===== config.mk =====
export PLATFORM = sky130hd
export DESIGN_NAME = sync_word_seq
export DESIGN_NICKNAME = d
export VERILOG_FILES = /design/src/rtl/sync_word_seq_pkg.sv /design/src/rtl/sync_frame_ctr.sv /design/src/rtl/sync_field_cap.sv /design/src/rtl/sync_word_fmt.sv /design/src/rtl/sync_word_seq.sv
export SDC_FILE = /design/constraint.sdc
export NUM_CORES = 1
export LEC_CHECK = 0
export ABC_AREA = 1
export BUFFER_PORTS_ARGS = -buffer_cell sky130_fd_sc_hd__buf_2
export CAP_MARGIN = 15
export CORE_MARGIN = 4
export CORE_UTILIZATION = 34
export CTS_CLUSTER_SIZE = 12
export DETAILED_ROUTE_END_ITERATION = 6
export PLACE_DENSITY = 0.67
export SETUP_SLACK_MARGIN = 0.3
export SYNTH_ARGS = -nofsm -noshare
export SYNTH_HDL_FRONTEND = slang
export SYNTH_SLANG_ARGS = --single-unit

===== constraint.sdc =====
create_clock -name clk -period 1.2 [get_ports clk]
set_input_delay 0.18 -clock clk [delete_from_list [all_inputs] [get_ports clk]]
set_output_delay 0.18 -clock clk [all_outputs]
set_load 0.005 [all_outputs]

===== src/rtl/sync_word_seq_pkg.sv =====
package sync_word_seq_pkg;
    localparam int FRAMES_DEF  = 16;
    localparam int SPARE_W_DEF = 4;

    typedef enum logic [0:0] {
        ST_ALIGN   = 1'b0,
        ST_SERVICE = 1'b1
    } frame_state_t;
endpackage


===== src/rtl/sync_frame_ctr.sv =====
module sync_frame_ctr #(
    parameter int FRAMES = 16,
    localparam int FN_W = $clog2(FRAMES + 1)
) (
    input  logic            clk,
    input  logic            rst_n,
    input  logic            adv,
    output logic [FN_W-1:0] count
);
    localparam logic [FN_W-1:0] LAST  = FN_W'(FRAMES);
    localparam logic [FN_W-1:0] FIRST = FN_W'(1);

    always_ff @(posedge clk) begin
        if (!rst_n) begin
            count <= FIRST;
        end else if (adv) begin
            if (count == LAST) begin
                count <= FIRST;
            end else begin
                count <= count + FIRST;
            end
        end
    end
endmodule


===== src/rtl/sync_field_cap.sv =====
module sync_field_cap #(
    parameter int SPARE_W = 4
) (
    input  logic               clk,
    input  logic               rst_n,
    input  logic               load,
    input  logic               chk_in,
    input  logic               a_in,
    input  logic               b_in,
    input  logic [SPARE_W-1:0] spare_in,
    output logic               chk_q,
    output logic               a_q,
    output logic               b_q,
    output logic [SPARE_W-1:0] spare_q
);
    always_ff @(posedge clk) begin
        if (!rst_n) begin
            chk_q   <= 1'b0;
            a_q     <= 1'b0;
            b_q     <= 1'b0;
            spare_q <= '0;
        end else if (load) begin
            chk_q   <= chk_in;
            a_q     <= a_in;
            b_q     <= b_in;
            spare_q <= spare_in;
        end
    end
endmodule


===== src/rtl/sync_word_fmt.sv =====
module sync_word_fmt
    import sync_word_seq_pkg::*;
#(
    parameter int SPARE_W = 4,
    localparam int WORD_W = SPARE_W + 4,
    localparam int TAIL_W = WORD_W - 1
) (
    input  frame_state_t       state,
    input  logic               chk_q,
    input  logic               a_q,
    input  logic               b_q,
    input  logic [SPARE_W-1:0] spare_q,
    output logic [WORD_W-1:0]  word
);
    // Alignment tail below the check bit: 0 0 1 1 0 1 1 for the default width.
    localparam logic [TAIL_W-1:0] ALIGN_TAIL = TAIL_W'(7'b0011011);

    logic [TAIL_W-1:0] svc_tail;
    assign svc_tail = {1'b1, a_q, b_q, spare_q};

    genvar gi;
    generate
        for (gi = 0; gi < TAIL_W; gi++) begin : g_tail
            always_comb begin
                unique case (state)
                    ST_ALIGN:   word[gi] = ALIGN_TAIL[gi];
                    ST_SERVICE: word[gi] = svc_tail[gi];
                    default:    word[gi] = ALIGN_TAIL[gi];
                endcase
            end
        end
    endgenerate

    assign word[WORD_W-1] = chk_q;
endmodule


===== src/rtl/sync_word_seq.sv =====
module sync_word_seq
    import sync_word_seq_pkg::*;
#(
    parameter int FRAMES  = FRAMES_DEF,
    parameter int SPARE_W = SPARE_W_DEF,
    localparam int FN_W   = $clog2(FRAMES + 1),
    localparam int WORD_W = SPARE_W + 4
) (
    input  logic               clk,
    input  logic               rst_n,
    input  logic               frame_stb,
    input  logic               chk_bit,
    input  logic               alarm_a,
    input  logic               alarm_b,
    input  logic [SPARE_W-1:0] spare_bits,
    output logic [WORD_W-1:0]  sync_word,
    output logic [FN_W-1:0]    frame_num,
    output logic               even_frame
);
    frame_state_t state_q, state_d;

    logic               chk_q, a_q, b_q;
    logic [SPARE_W-1:0] spare_q;

    // State register
    always_ff @(posedge clk) begin
        if (!rst_n) begin
            state_q <= ST_ALIGN;
        end else begin
            state_q <= state_d;
        end
    end

    // Transitions T_TO_SERVICE and T_TO_ALIGN
    always_comb begin
        state_d = state_q;
        unique case (state_q)
            ST_ALIGN:   if (frame_stb) state_d = ST_SERVICE;
            ST_SERVICE: if (frame_stb) state_d = ST_ALIGN;
            default:    state_d = ST_ALIGN;
        endcase
    end

    // Outputs
    always_comb begin
        unique case (state_q)
            ST_ALIGN:   even_frame = 1'b0;
            ST_SERVICE: even_frame = 1'b1;
            default:    even_frame = 1'b0;
        endcase
    end

    sync_frame_ctr #(.FRAMES(FRAMES)) u_ctr (
        .clk   (clk),
        .rst_n (rst_n),
        .adv   (frame_stb),
        .count (frame_num)
    );

    sync_field_cap #(.SPARE_W(SPARE_W)) u_cap (
        .clk      (clk),
        .rst_n    (rst_n),
        .load     (frame_stb),
        .chk_in   (chk_bit),
        .a_in     (alarm_a),
        .b_in     (alarm_b),
        .spare_in (spare_bits),
        .chk_q    (chk_q),
        .a_q      (a_q),
        .b_q      (b_q),
        .spare_q  (spare_q)
    );

    sync_word_fmt #(.SPARE_W(SPARE_W)) u_fmt (
        .state   (state_q),
        .chk_q   (chk_q),
        .a_q     (a_q),
        .b_q     (b_q),
        .spare_q (spare_q),
        .word    (sync_word)
    );
endmodule


======== Word-level counts from Yosys, hierarchy flattened ========
Cells that the tools add are included.
storage, ports and cells
  register bits ........................... 13
  bits in latches ......................... 0
  memory bits (writable) .................. 0
  memory bits (read-only) ................. 0
  input port bits ......................... 10
  output and inout bits ................... 14
  logic and storage cells ................. 20
  memories kept ........................... 0
cells by class
  add/subtract/negate cells ............... 1
  multiply operators ...................... 0
  div/mod/pow operators ................... 0
  order comparisons ....................... 0
  equality and inequality tests ........... 1
  shift-type cells ........................ 0
  multiplexer cells ....................... 11
  bitwise logic cells ..................... 1
  reductions and logical operators ........ 0
operator list
  operator             count
  $pmux 1 s2           8
  $add 5x1->5 const B  1
  $eq 5x5->1 const B   1
  $mux 5               1
  $mux 1               2
  $not 1->1            1

======== Logic depth before layout (Yosys ltp) ========
  depth after elaboration ................. 2
  mapped depth ............................ 6
  depth with buffers taken out ............ 6

======== Cells and area by module ========
From an unflattened synthesis, not the netlist that was laid out.
second synthesis, totals
  cells, all modules ...................... 97
  area, all modules ....................... 633.1 µm²
modules (own cells, without submodules)
  module          instances  cells each  area each (µm²)
  sync_field_cap  1          43          282.8
  sync_frame_ctr  1          35          255.2
  sync_word_fmt   1          14          60.1
  sync_word_seq   1          5           35.0

======== Worst setup path before layout ========
OpenSTA, ideal clock, no wires.
  path kind ............................... register to register
  start ................................... register u_ctr.count[0]
  end ..................................... register u_ctr.count[1]
  setup time .............................. 0.119 ns
  arrival ................................. 0.959 ns
  required time ........................... 1.081 ns
  setup slack ............................. 0.122 ns
  stages on the path, launching flop included .. 5
  buffers on the path ..................... 0
  period minus slack after synthesis ...... 1.078 ns
  cell sequence ........................... dfxtp_1 -> inv_1 -> ha_1 -> o21ai_0 -> a21oi_1
on the way
  word-level cells in the longest chain between the ends .. 2
  elaborated cells on any way between the ends .. 3
  classes of those cells .................. 1 x add/sub; 1 x eq/ne; 1 x mux
ends and longest elaborated chain
  what                                       RTL line                                    text
  start: declaration                         sync_frame_ctr.sv:8                         output logic [FN_W-1:0] count
  start signal: assignment                   sync_frame_ctr.sv:20                        count <= count + FIRST;
  $add 5x1->5 or $eq 5x5->1 (tied branches)  sync_frame_ctr.sv:20, sync_frame_ctr.sv:17
  $mux 5 (*)                                 sync_frame_ctr.sv:17                        if (count == LAST) begin
Every way passes the cells marked *; elsewhere a longest branch is shown, timed or not.
A chain may end at the register's enable or synchronous reset.

======== Worst setup path after layout ========
  start ................................... register state_q
  end ..................................... output port sync_word[2]
on the way
  word-level cells in the longest chain between the ends .. 2
ends and longest elaborated chain
  what                      RTL line             text
  start: declaration        sync_word_seq.sv:20  frame_state_t state_q, state_d;
  start signal: assignment  sync_word_seq.sv:30  state_q <= state_d;
  $not 1->1                 sync_word_fmt.sv:25  unique case (state)
  $pmux 1 s2 (*)            sync_word_fmt.sv:25
  end: declaration          sync_word_seq.sv:16  output logic [WORD_W-1:0] sync_word,
Marks and branches as above.

==> impl_metrics.ini <==
[synthesis]
synth_area_leaders = dfxtp_1 (40%), nand2_1 (7.5%), o21ai_0 (6.2%)
ys.flop_type = dfxtp_1
synthCells = 81
ys_ff_latch = 13
netlist_area_um2 = 649
synth_warnings = 0
synth_nets = 93
yosysSeqAreaShare = 0.401
synth_edf_count = 0
synth_common_cells = dfxtp_1 (13), nand2_1 (13), inv_1 (10), nor2_1 (10), o21ai_0 (8)
yosysTopAreaCellShare = 0.401
yosysUniqueCellTypes = 21
async_flop_share = 0
syn_avg_cell_area_um2 = 8.02
synth_top_area_cell = dfxtp_1

[worst_hold_path]
hold_depth = 3
hp-start = chk_bit
holdPathEnd = u_cap.chk_q$_SDFFE_PN0P_
hold_class = input pin to flip-flop

[global_route]
grt_max_degree = 15
grt_pass1_wl_mm = 2.08
grtUsageMet1 = 0.126
antenna_found_initial = 0
grt_pass1_vias = 480
grt_busiest_layer = met2
grt_util_met3 = 0.0544
grt-ovfl-total = 0
grt_use_total = 0.108
met2_usage = 0.161

[routing]
vias = 580
vias_per_cell = 4.43
routed_wl_mm = 1.24
ant_nets = 0
drt-wirelength-per-cell_um = 9.47
drtIter0Drc = 7
drc = 0
firstDrtPassIters = 4

[sta]
min_period_ns = 1.04
clock_skew_ns = 0.000195
period_share = 0.871
tns_ns = 0
relSlewSlack = 0.831
worst_pin_slew_ns = 0.254
finalHoldWorstSlack_ns = 0.128
rsz0062_at_grt = yes
max_clock_freq_mhz = 957
final_max_slew_viol_count = 0
finalSetupViolCount = 0
final_hold_viol_count = 0

[setup_path]
crit_type = flip-flop to output pin
required_ns = 1.02
r2r_slack_ns = 0.24
cp.arrival_ns = 0.86
r2r_start = u_ctr.count[0]$_SDFFE_PN1P_
ff2ff_path_depth = 6
critPathCaptureType = output pin
start_kind = flip-flop
reg2reg_to = u_ctr.count[4]$_SDFFE_PN0P_
critical_path.max_fanout = 9

[clock_tree]
holdBufCountCts = 0
cts_tree = done
cts.path.max_buffers = 2
cts_made_buffers = 3
clkLatencyLatePin_ns = 0.27
cts_sinks = 13
clkTransAtPathRegs_ns = 0.08
cts_root_buf = clkbuf_4
htreeDepth = 1

[final_layout]
finish.instance_area_um2 = 906
area_delta_synth_final_pct = 39.5
final_nets = 119
fill_cells = 182
drive_gt1_frac = 0.528
final_core_util = 0.513
antenna_cells = 0

[pwr]
p_leak_nw = 0.418
ir_worst_vdd_mv = 0.428
power_density_nw_per_um2 = 1030

[floorplanning]
dieArea_um2 = 2670
rows = 15
ioPinCount = 24
die_w_um = 51.7
core_area_um2 = 1760
die_h_um = 51.7
start_util = 0.368

[place]
gp_congestion = 0.738
dpl-instance-area_um2 = 777
dp_hpwl_um = 906
io_buffers = 23

[outcome]
status = finished clean

[job]
max_cap_violations = 0
-- timing repair --
item                                    CTS  global route
resized for setup                        10            12
setup buffers                             2             2
pin swaps                                 2             4
endpoints found under the setup margin   17            19
-- placed cells by master (no fill, tap or decap), types with 2 or more instances in the layout --
master    Yosys  final
nand2_2       2      3
buf_6         1      5
clkbuf_4      0      3
nand2_4       2      2
o21ai_2       1      2
dfxtp_4       0      5
dfxtp_2       0      2
inv_1        10      8
ha_4          0      2
nor2_2        2      3
nand2_1      13     12
a21oi_1       6      5
buf_2         2     18
nor2_1       10      9
dfxtp_1      13      6
o21ai_0       8      6
buf_4         2      4
-- sequential cells by signal (all words and copies together), names as in the netlist --
signal / flops
u_ctr.count: 5
u_cap.spare_q: 4
state_q: 1
u_cap.a_q: 1
u_cap.b_q: 1
u_cap.chk_q: 1
-- per-layer routing --
layer / vias up / wire length [um]
li1: 301 / -
met1: 261 / 542
met2: 14 / 608
met3: 4 / 67
met4: 0 / 22
met5: - / 0
-- how the worst max path moves through the flow --
| stage | from | endpoint | slack (ns) | depth (start not counted) |
|---|---|---|---|---|
| floorplan | u_ctr.count[1]$_SDFFE_PN0P_ | u_ctr.count[1]$_SDFFE_PN0P_ | 0.30 | 4 |
| global placement | u_ctr.count[1]$_SDFFE_PN0P_ | u_ctr.count[1]$_SDFFE_PN0P_ | 0.25 | 4 |
| detailed placement | u_ctr.count[0]$_SDFFE_PN1P_ | u_ctr.count[4]$_SDFFE_PN0P_ | 0.25 | 6 |
| CTS | state_q$_SDFF_PN0_ | sync_word[2] | 0.13 | 3 |
| global route | state_q$_SDFF_PN0_ | sync_word[5] | 0.08 | 3 |
| finish | state_q$_SDFF_PN0_ | sync_word[2] | 0.16 | 3 |
-- worst max-delay path, cell delays in order (launching register included) --
cell	delay (ns)
dfxtp_4	0.39
nand2_1	0.06
inv_1	0.04
buf_2	0.10
-- power by group --
part | total [mW] | internal (mW) | switching, mW
combinational | 0.181 | 0.0938 | 0.0872
sequential | 0.487 | 0.458 | 0.0293
clock | 0.266 | 0.129 | 0.137
total | 0.935 | 0.681 | 0.254
-- per-stage QoR --
stage / worst slack [ns] / cells / total power [mW]
final: 0.155 / 131 / 0.935
after global routing: 0.0772 / 131 / 1.00
after CTS: 0.130 / 129 / 0.935
after detailed placement: 0.251 / 123 / 0.653
after global placement: 0.245 / 123 / 0.650
after floorplan: 0.296 / 81 / 0.610
-- logic make-up (layout without fill, tap and decap cells) --
kind of cell,Yosys count,in the layout,share of synthesized area
compound gates,16,16,0.139
fa+ha+maj,2,2,0.0385
flops,13,13,0.401
buf+inv,17,42,0.150
simple gates,31,31,0.245
xor+xnor,2,2,0.0270
-- cell type report --
class | count | area [um2] | area share
clock buffer | 4 | 26.3 | 0.0290
inverter | 11 | 48.8 | 0.0539
multi-input combinational | 51 | 342 | 0.377
sequential | 13 | 282 | 0.311
tap | 25 | 31.3 | 0.0345
timing repair buffer | 27 | 176 | 0.195
No activity file was read; power rests on OpenSTA's default activity.
